--- src/rtl/cct_pkg.sv ---
// Shared constants and types for the dual-channel compare-clear timer.
package cct_pkg;
    localparam int CMP_N     = 4;              // compare registers per channel
    localparam int FLAG_N    = CMP_N + 1;      // match flags plus overflow
    localparam int OVF_BIT   = CMP_N;          // overflow flag position
    localparam int REG_IDX_W = 3;              // register index width in a bank
    localparam int CMP_IDX_W = $clog2(CMP_N);

    localparam logic [REG_IDX_W-1:0] RI_CTRL = 3'd0;
    localparam logic [REG_IDX_W-1:0] RI_IEN  = 3'd1;
    localparam logic [REG_IDX_W-1:0] RI_STAT = 3'd2;
    localparam logic [REG_IDX_W-1:0] RI_CNT  = 3'd3;
    localparam logic [REG_IDX_W-1:0] RI_CMP0 = 3'd4;

    typedef enum logic [1:0] {
        CLR_NONE = 2'b00,
        CLR_ON_A = 2'b01,
        CLR_ON_B = 2'b10,
        CLR_ON_C = 2'b11
    } clr_sel_e;
endpackage

--- src/rtl/cct_counter.sv ---
// Up-counter of one channel.
// Assumes: tick is already qualified by the run bit; a load has priority
// over counting; clr_hit is only meaningful together with tick.
module cct_counter #(
    parameter int W = 16
) (
    input  logic         clk,
    input  logic         rst_n,
    input  logic         tick,
    input  logic         load,
    input  logic [W-1:0] load_val,
    input  logic         clr_hit,
    output logic [W-1:0] cnt,
    output logic         ovf_ev
);
    localparam logic [W-1:0] TOP = '1;

    // Counter register: load, clear on match, or step by one.
    always_ff @(posedge clk) begin
        if (!rst_n) begin
            cnt <= '0;
        end else if (load) begin
            cnt <= load_val;
        end else if (tick) begin
            cnt <= clr_hit ? '0 : cnt + W'(1);
        end
    end

    // Overflow event: a plain step from the top value.
    assign ovf_ev = tick && !load && !clr_hit && (cnt == TOP);

    AST_IDLE_HOLD: assert property (@(posedge clk) disable iff (!rst_n)
        (!tick && !load) |=> $stable(cnt));
    AST_CLEAR_ZERO: assert property (@(posedge clk) disable iff (!rst_n)
        (tick && clr_hit && !load) |=> (cnt == '0));
    AST_WRAP_ZERO: assert property (@(posedge clk) disable iff (!rst_n)
        ovf_ev |=> (cnt == '0));
    AST_LOAD_WINS: assert property (@(posedge clk) disable iff (!rst_n)
        load |=> (cnt == $past(load_val)));
endmodule

--- src/rtl/cct_compare.sv ---
// Compare bank of one channel: per-register match events and the
// clearing decision from the clear-select field.
// Assumes: at least three compare registers, so that codes 01..11 map onto
// registers 0..2.
module cct_compare
    import cct_pkg::*;
#(
    parameter int W = 16,
    parameter int N = CMP_N
) (
    input  logic         tick,
    input  logic [W-1:0] cnt,
    input  logic [W-1:0] cmp_val [N],
    input  logic [1:0]   clr_sel,
    output logic [N-1:0] match_ev,
    output logic         clr_hit
);
    localparam int IW = $clog2(N);

    logic [IW-1:0] sel_idx;

    // One equality comparator per compare register.
    for (genvar g = 0; g < N; g++) begin : g_cmp
        assign match_ev[g] = tick && (cnt == cmp_val[g]);
    end

    // Map clear-select code to the register it names.
    assign sel_idx = IW'(clr_sel - 2'd1);

    // Clear only when a source is chosen and that register matched.
    always_comb begin
        clr_hit = 1'b0;
        if (clr_sel != CLR_NONE) begin
            clr_hit = match_ev[sel_idx];
        end
    end
endmodule

--- src/rtl/cct_flags.sv ---
// Status flags with read-then-write-zero clearing and interrupt gating.
// Assumes: stat_rd and stat_wr are never both high in one cycle.
module cct_flags #(
    parameter int N = 5
) (
    input  logic         clk,
    input  logic         rst_n,
    input  logic [N-1:0] set_ev,
    input  logic         stat_rd,
    input  logic         stat_wr,
    input  logic [N-1:0] wr_bits,
    input  logic [N-1:0] ien,
    output logic [N-1:0] flags,
    output logic         irq
);
    logic [N-1:0] armed;
    logic [N-1:0] clr_mask;
    logic [N-1:0] flags_nxt;

    // Next flag value: armed zero-writes clear, new events set (set wins).
    always_comb begin
        clr_mask  = stat_wr ? (armed & ~wr_bits) : '0;
        flags_nxt = (flags & ~clr_mask) | set_ev;
    end

    // Flag register.
    always_ff @(posedge clk) begin
        if (!rst_n) flags <= '0;
        else        flags <= flags_nxt;
    end

    // Arming: a read of a set flag arms it; any status write disarms all.
    always_ff @(posedge clk) begin
        if (!rst_n)       armed <= '0;
        else if (stat_wr) armed <= '0;
        else if (stat_rd) armed <= (armed | flags) & flags_nxt;
        else              armed <= armed & flags_nxt;
    end

    assign irq = |(flags & ien);

    AST_SET_WINS: assert property (@(posedge clk) disable iff (!rst_n)
        (|set_ev) |=> ((flags & $past(set_ev)) == $past(set_ev)));
    AST_UNARMED_KEEP: assert property (@(posedge clk) disable iff (!rst_n)
        (stat_wr && (armed == '0)) |=> ((flags & $past(flags)) == $past(flags)));
endmodule

--- src/rtl/cct_channel.sv ---
// One timer channel: its control, enable and compare registers, counter,
// compare bank, flags and read mux.
// Assumes: sel is high only when the bus address falls in this bank.
module cct_channel
    import cct_pkg::*;
#(
    parameter int W = 16
) (
    input  logic                 clk,
    input  logic                 rst_n,
    input  logic                 sel,
    input  logic                 wr_en,
    input  logic                 rd_en,
    input  logic [REG_IDX_W-1:0] reg_idx,
    input  logic [W-1:0]         wdata,
    input  logic                 run,
    input  logic                 cnt_en,
    output logic [W-1:0]         rdata,
    output logic                 irq
);
    logic              tick;
    logic              wr_hit;
    logic              rd_hit;
    logic [1:0]        clr_sel;
    logic [FLAG_N-1:0] ien;
    logic [W-1:0]      cmp_val [CMP_N];
    logic [W-1:0]      cnt;
    logic              ovf_ev;
    logic              clr_hit;
    logic [CMP_N-1:0]  match_ev;
    logic [FLAG_N-1:0] flags;
    logic              load;

    assign tick   = run && cnt_en;
    assign wr_hit = sel && wr_en;
    assign rd_hit = sel && rd_en;
    assign load   = wr_hit && (reg_idx == RI_CNT);

    // Control and interrupt-enable registers.
    always_ff @(posedge clk) begin
        if (!rst_n) begin
            clr_sel <= CLR_NONE;
            ien     <= '0;
        end else if (wr_hit) begin
            if (reg_idx == RI_CTRL) clr_sel <= wdata[1:0];
            if (reg_idx == RI_IEN)  ien     <= wdata[FLAG_N-1:0];
        end
    end

    // Compare registers, reset to all ones.
    always_ff @(posedge clk) begin
        for (int k = 0; k < CMP_N; k++) begin
            if (!rst_n) begin
                cmp_val[k] <= '1;
            end else if (wr_hit && (reg_idx == REG_IDX_W'(int'(RI_CMP0) + k))) begin
                cmp_val[k] <= wdata;
            end
        end
    end

    cct_counter #(.W(W)) u_counter (
        .clk      (clk),
        .rst_n    (rst_n),
        .tick     (tick),
        .load     (load),
        .load_val (wdata),
        .clr_hit  (clr_hit),
        .cnt      (cnt),
        .ovf_ev   (ovf_ev)
    );

    cct_compare #(.W(W), .N(CMP_N)) u_compare (
        .tick     (tick),
        .cnt      (cnt),
        .cmp_val  (cmp_val),
        .clr_sel  (clr_sel),
        .match_ev (match_ev),
        .clr_hit  (clr_hit)
    );

    cct_flags #(.N(FLAG_N)) u_flags (
        .clk     (clk),
        .rst_n   (rst_n),
        .set_ev  ({ovf_ev, match_ev}),
        .stat_rd (rd_hit && (reg_idx == RI_STAT)),
        .stat_wr (wr_hit && (reg_idx == RI_STAT)),
        .wr_bits (wdata[FLAG_N-1:0]),
        .ien     (ien),
        .flags   (flags),
        .irq     (irq)
    );

    // Register read mux.
    always_comb begin
        case (reg_idx)
            RI_CTRL: rdata = W'(clr_sel);
            RI_IEN:  rdata = W'(ien);
            RI_STAT: rdata = W'(flags);
            RI_CNT:  rdata = cnt;
            default: rdata = cmp_val[reg_idx[CMP_IDX_W-1:0]];
        endcase
    end

    AST_IRQ_STICKY: assert property (@(posedge clk) disable iff (!rst_n)
        (irq && !(wr_hit && (reg_idx == RI_STAT || reg_idx == RI_IEN))) |=> irq);
    AST_FLAG_NEEDS_TICK: assert property (@(posedge clk) disable iff (!rst_n)
        !tick |=> ((flags & ~$past(flags)) == '0));
    AST_STEP_UP: assert property (@(posedge clk) disable iff (!rst_n)
        (tick && !load && !clr_hit) |=> (cnt == $past(cnt) + W'(1)));
endmodule

--- src/rtl/cct_timer.sv ---
// Dual-channel compare-clear timer top: bank decode, shared run register,
// channel array and read-data selection.
// Assumes: bus_rd and bus_wr are not asserted together.
module cct_timer
    import cct_pkg::*;
#(
    parameter int NUM_CH = 2,
    parameter int CNT_W  = 16,
    localparam int BANK_W = $clog2(NUM_CH + 1),
    localparam int ADDR_W = BANK_W + REG_IDX_W
) (
    input  logic              clk,
    input  logic              rst_n,
    input  logic              bus_wr,
    input  logic              bus_rd,
    input  logic [ADDR_W-1:0] bus_addr,
    input  logic [CNT_W-1:0]  bus_wdata,
    output logic [CNT_W-1:0]  bus_rdata,
    input  logic              cnt_en,
    output logic [NUM_CH-1:0] irq
);
    logic [BANK_W-1:0]    bank;
    logic [REG_IDX_W-1:0] reg_idx;
    logic [NUM_CH-1:0]    run;
    logic [CNT_W-1:0]     ch_rdata [NUM_CH];
    logic                 run_wr;

    assign bank    = bus_addr[ADDR_W-1:REG_IDX_W];
    assign reg_idx = bus_addr[REG_IDX_W-1:0];
    assign run_wr  = bus_wr && (bank == '0) && (reg_idx == '0);

    // Shared run register, one bit per channel.
    always_ff @(posedge clk) begin
        if (!rst_n)      run <= '0;
        else if (run_wr) run <= bus_wdata[NUM_CH-1:0];
    end

    for (genvar g = 0; g < NUM_CH; g++) begin : g_ch
        cct_channel #(.W(CNT_W)) u_ch (
            .clk     (clk),
            .rst_n   (rst_n),
            .sel     (bank == BANK_W'(g + 1)),
            .wr_en   (bus_wr),
            .rd_en   (bus_rd),
            .reg_idx (reg_idx),
            .wdata   (bus_wdata),
            .run     (run[g]),
            .cnt_en  (cnt_en),
            .rdata   (ch_rdata[g]),
            .irq     (irq[g])
        );
    end

    // Read-data selection across the global bank and channel banks.
    always_comb begin
        bus_rdata = '0;
        if (bank == '0 && reg_idx == '0) bus_rdata = CNT_W'(run);
        for (int k = 0; k < NUM_CH; k++) begin
            if (bank == BANK_W'(k + 1)) bus_rdata = ch_rdata[k];
        end
    end

    AST_RUN_WRITE: assert property (@(posedge clk) disable iff (!rst_n)
        run_wr |=> (run == $past(bus_wdata[NUM_CH-1:0])));
    AST_RUN_HOLD: assert property (@(posedge clk) disable iff (!rst_n)
        !run_wr |=> $stable(run));
endmodule

--- config.mk ---
export PLATFORM = sky130hd
export DESIGN_NAME = cct_timer
export DESIGN_NICKNAME = d
export VERILOG_FILES = /design/src/rtl/cct_pkg.sv /design/src/rtl/cct_counter.sv /design/src/rtl/cct_compare.sv /design/src/rtl/cct_flags.sv /design/src/rtl/cct_channel.sv /design/src/rtl/cct_timer.sv
export SDC_FILE = /design/constraint.sdc
export NUM_CORES = 1
export LEC_CHECK = 0
export BUFFER_PORTS_ARGS = -buffer_cell sky130_fd_sc_hd__buf_4
export CORE_MARGIN = 5
export CORE_UTILIZATION = 35
export CTS_CLUSTER_DIAMETER = 200
export DETAILED_ROUTE_END_ITERATION = 8
export GPL_TIMING_DRIVEN = 0
export HOLD_SLACK_MARGIN = 0.03
export SKIP_CTS_REPAIR_TIMING = 1
export SLEW_MARGIN = 30
export SYNTH_ARGS = -nofsm -noshare
export SYNTH_HDL_FRONTEND = slang
export SYNTH_SLANG_ARGS = --single-unit
--- constraint.sdc ---
create_clock -name clk -period 2.3 [get_ports clk]
set_input_delay 0.115 -clock clk [delete_from_list [all_inputs] [get_ports clk]]
set_output_delay 0.115 -clock clk [all_outputs]
set_load 0.05 [all_outputs]
==> flow_summary_export.csv <==
group,metric,value,unit
timing,worst_slew_pin_slew,1.00,ns
floorplan,start_util,35.5,%
floorplan,rows,65,
worst_setup_path,timing.rr.end,"g_ch[0].u_ch.u_counter.cnt[5]",
place,placed_area,0.0121,sq mm
cells_and_area,finalNonFillerCells,1917,
cts,cts_tree,"yes",
synth,synthDistinctLibCells,63,
cells_and_area,synthToLayoutAreaGrowth,16.5,%
route,drc_errors,0,
global_routing,grt_start_max_net_pins,19,
global_routing,top_usage_layer,"met2",
worst_setup_path,reg2reg_slack,-0.01,ns
floorplan,die_area,0.0358,sq mm
floorplan,die_h,189,microns
global_routing,antenna_found_initial,1,
run,cap_violations,0,
global_routing,grt_use_met2,40.0,%
synth,yosys_register_bits,196,
worst_setup_path,worstPathMaxFanout,7,
timing,setup_ws,-0.0102,ns
cells_and_area,seq_area,0.00394,sq mm
cells_and_area,multi_input_area,0.00694,sq mm
worst_setup_path,critical-path-top-delay-family,"simple AND/OR/NAND/NOR gates",
timing,timing.fmax,0.433,GHz
hold_path,hold_path.class,"in -> reg",
worst_setup_path,cp_slowest_cell,"nor4_2",
timing,maxSlewHeadroom,33.2,%
synth,ys_seq_area_share,34.9,%
synth,syn-cell-area,0.0112,sq mm
cells_and_area,fin_nets,1532,
place,dp.cells,1873,
cells_and_area,fill_cells,3207,
cts,insertion_delay,0.46,ns
synth,synthTopCellsByArea,"dfxtp_1 35%, nand2_1 11%, xor2_1 7.2%",
worst_setup_path,crit_buf_inv,2,
timing,drv_slew,0,
power_and_ir_drop,clkPwrFrac,38.0,%
synth,synth_edf_count,0,
place,dp_hpwl,32.7,mm
synth,synth_fa_ha_area_share,0.446,%
worst_setup_path,r2r_cells,9,
route,firstDrtPassIters,6,
worst_setup_path,rr_startpoint,"g_ch[0].u_ch.u_counter.cnt[15]",
worst_setup_path,crit_chain,"buf_4 > xor2_1 > nor4_2 > nand4_1 > o32ai_2 > a22o_2 > buf_6 > nor3_1 > or2_1",
global_routing,grt_pass1_vias,10500,
hold_path,hp-start,"bus_wdata[3]",
place,port_buffers,36,
synth,synth_cells,1435,
worst_setup_path,cp_slowest_stage_delay,0.34,ns
route,viasPerCell,5.85,
synth,netlist.area_leader.share,34.9,%
global_routing,grt_use_total,23.6,%
power_and_ir_drop,p_int,5590,uW
cts,path_clk_slew,0.08,ns
cts,cts_inserted_buffers,17,
worst_setup_path,path_class,"reg -> reg",
place,place_congestion,0.972,
global_routing,use_met3,3.69,%
global_routing,overflow,0,
synth,synth_top_family_by_area,"simple AND/OR/NAND/NOR gates",
floorplan,dieWidth,189,microns
timing,hold_violations,0,
hold_path,min_delay_path_depth,3,
timing,holdWs,0.0538,ns
power_and_ir_drop,switching_share,31.3,%
worst_setup_path,arrival,2.66,ns
timing,period_minus_slack,2.31,ns
synth,async_flop_share,0,%
timing,finalSetupViolCount,1,
run_status,outcome,"finished with violations",
power_and_ir_drop,switching_power,2550,uW
synth,synth_simple_gate_area_share,27.7,%
route,wl_per_cell,22.8,microns
global_routing,use_met1,30.4,%
cells_and_area,num_antenna_cells,0,
synth,ys_warn_count,0,
route,num_vias,11200,
synth,syn-num-nets,1465,
worst_setup_path,worstSetupEndpointType,"register",
global_routing,grt_first_pass_wirelength,64.8,mm
timing,period_share,100,%
synth,synth_top_flop_cell,"dfxtp_1",
cells_and_area,postLayoutCellArea,0.0131,sq mm
synth,synth_area_leader_cell,"dfxtp_1",
timing,skew,0.0123,ns
cts,root_buffer,"clkbuf_16",
worst_setup_path,crit_path_start_kind,"register",
power_and_ir_drop,ir_worst_vdd,0.513,mV
run_status,violations,"setup timing",
synth,synth_mux_area_share,9.39,%
power_and_ir_drop,pwr-share-seq,44.1,%
floorplan,coreArea,0.0316,sq mm
hold_path,hold_end,"g_ch[1].u_ch.u_counter.cnt[3]",
route,ant_nets,0,
power_and_ir_drop,p_per_area,622,mW/mm^2
power_and_ir_drop,p_leak,0.00510,uW
route,routed_wl,43.7,mm
synth,synth_compound_area_share,11.6,%
synth,synthXorXnorAreaFrac,10.5,%
synth,postSynthAreaPerCell,7.83,sq um
route,first_iter_violations,1355,
cts,cts_sinks,196,
worst_setup_path,critPathRequiredTime,2.65,ns
floorplan,ios,44,
cts,cts.htree.levels,4,
cts,clockBufferDepth,2,
cells_and_area,layout-drive-gt1-share,15.2,%
power_and_ir_drop,combinationalPowerShare,17.9,%
-- registers in the layout (all words and copies together) (netlist names) --
name,flops
g_ch.u_ch.u_counter.cnt,32
g_ch.u_ch.clr_sel,4
run,2
g_ch.u_ch.u_flags.armed,10
g_ch.u_ch.cmp_val,128
g_ch.u_ch.u_flags.flags,10
g_ch.u_ch.ien,10
-- metrics by stage --
stage / worst slack [ns] / TNS, ns / util (%) / power [uW]
final: -0.0102 / -0.0102 / 41.4 / 8140
after detailed placement: -0.711 / -34.68 / 38.2 / 5010
after global placement: -0.685 / -32.00 / 38.2 / 5000
after floorplan: 0.00689 / 0 / - / 4560
after CTS: -0.711 / -26.99 / 40.1 / 8050
after global routing: -0.0516 / -0.270 / 41.4 / 8390
-- worst reg2reg max path, cell delays in order, from the launching register on --
cell and delay (ns):
dfxtp_1 0.31, buf_4 0.17, xor2_1 0.16, nor4_2 0.34
nand4_1 0.24, o32ai_2 0.31, a22o_2 0.25, buf_6 0.14
nor3_1 0.05, or2_1 0.23
-- Yosys cell counts, types with 3 or more instances --
cell type / n
o221ai_1: 5
a211oi_1: 3
nor4_1: 23
nor3_1: 27
nand3b_1: 3
mux2i_1: 30
clkbuf_1: 98
ha_1: 4
o31ai_1: 6
o211a_1: 3
a22o_1: 3
nand2b_1: 9
o22ai_1: 17
a21o_1: 4
o211ai_1: 5
dfxtp_1: 196
and3_1: 11
or4_1: 5
buf_4: 5
nor3b_1: 3
nand2_1: 315
o21ai_0: 31
or3_1: 8
xnor2_1: 43
o21ai_1: 6
xor2_1: 92
or3b_2: 6
or2_1: 9
o32ai_1: 7
buf_1: 4
nand4_1: 17
nand3_1: 150
inv_1: 12
nor2b_1: 10
a22oi_1: 21
buf_2: 19
mux4_2: 27
mux2_2: 13
a21oi_1: 84
nor2_1: 70
and2_1: 4
-- power by group through the flow --
stage | registers (uW) | clock network [uW] | logic, uW
floorplan | 3610 | 0 | 953
finish | 3590 | 3090 | 1460
CTS | 3540 | 3110 | 1400
detailed placement | 3620 | 0 | 1390
global placement | 3620 | 0 | 1380
global route | 3600 | 3240 | 1540
-- worst max-delay path by stage --
stage	to	slack (ns)	startpoint	cells past startpoint
after CTS	bus_rdata[7]	-0.71	bus_addr[1]	8
after floorplan	bus_rdata[0]	0.007	bus_addr[1]	6
after global placement	bus_rdata[7]	-0.69	bus_addr[1]	8
final	g_ch[0].u_ch.u_counter.cnt[5]	-0.01	g_ch[0].u_ch.u_counter.cnt[15]	9
after detailed placement	bus_rdata[7]	-0.71	bus_addr[1]	8
after global routing	g_ch[0].u_ch.u_counter.cnt[5]	-0.05	g_ch[0].u_ch.u_counter.cnt[15]	9
-- cell usage in the layout (no fill, tap or decap), types with 8 or more instances in the layout --
cell type,count
nand2_1,315
dfxtp_1,186
nand3_1,150
xor2_1,90
a21oi_1,81
clkbuf_1,78
nor2_1,70
buf_4,59
xnor2_1,41
mux2i_1,30
o21ai_0,30
mux4_2,27
nor3_1,25
a22oi_1,21
nand4_1,17
clkbuf_16,17
clkbuf_4,15
mux2_2,13
nor4_1,13
inv_1,12
buf_6,11
o22ai_1,11
and3_1,11
nor2b_1,10
dfxtp_2,10
nand2b_1,9
or2_1,9
or3_1,8
-- cell families after synthesis --
group           Yosys count
mux                      70
buf+inv                 142
flops                   196
compound gates          211
xor+xnor                135
simple gates            677
fa+ha+maj                 4
-- per-layer routing --
layer | vias to the layer above | routed length, microns
met5 | - | 0
met2 | 542 | 21100
met4 | 0 | 1840
li1 | 5104 | -
met1 | 5455 | 17800
met3 | 111 | 2980
-- final cells by class --
class	instances	area share [%]
tap	402	3.84
multi-input combinational	1097	53.1
clock inverter	13	1.06
clock buffer	19	3.46
buffer	121	4.83
timing repair buffer	56	3.29
inverter	13	0.373
sequential	196	30.1
Power figures use the tool's default switching activity.
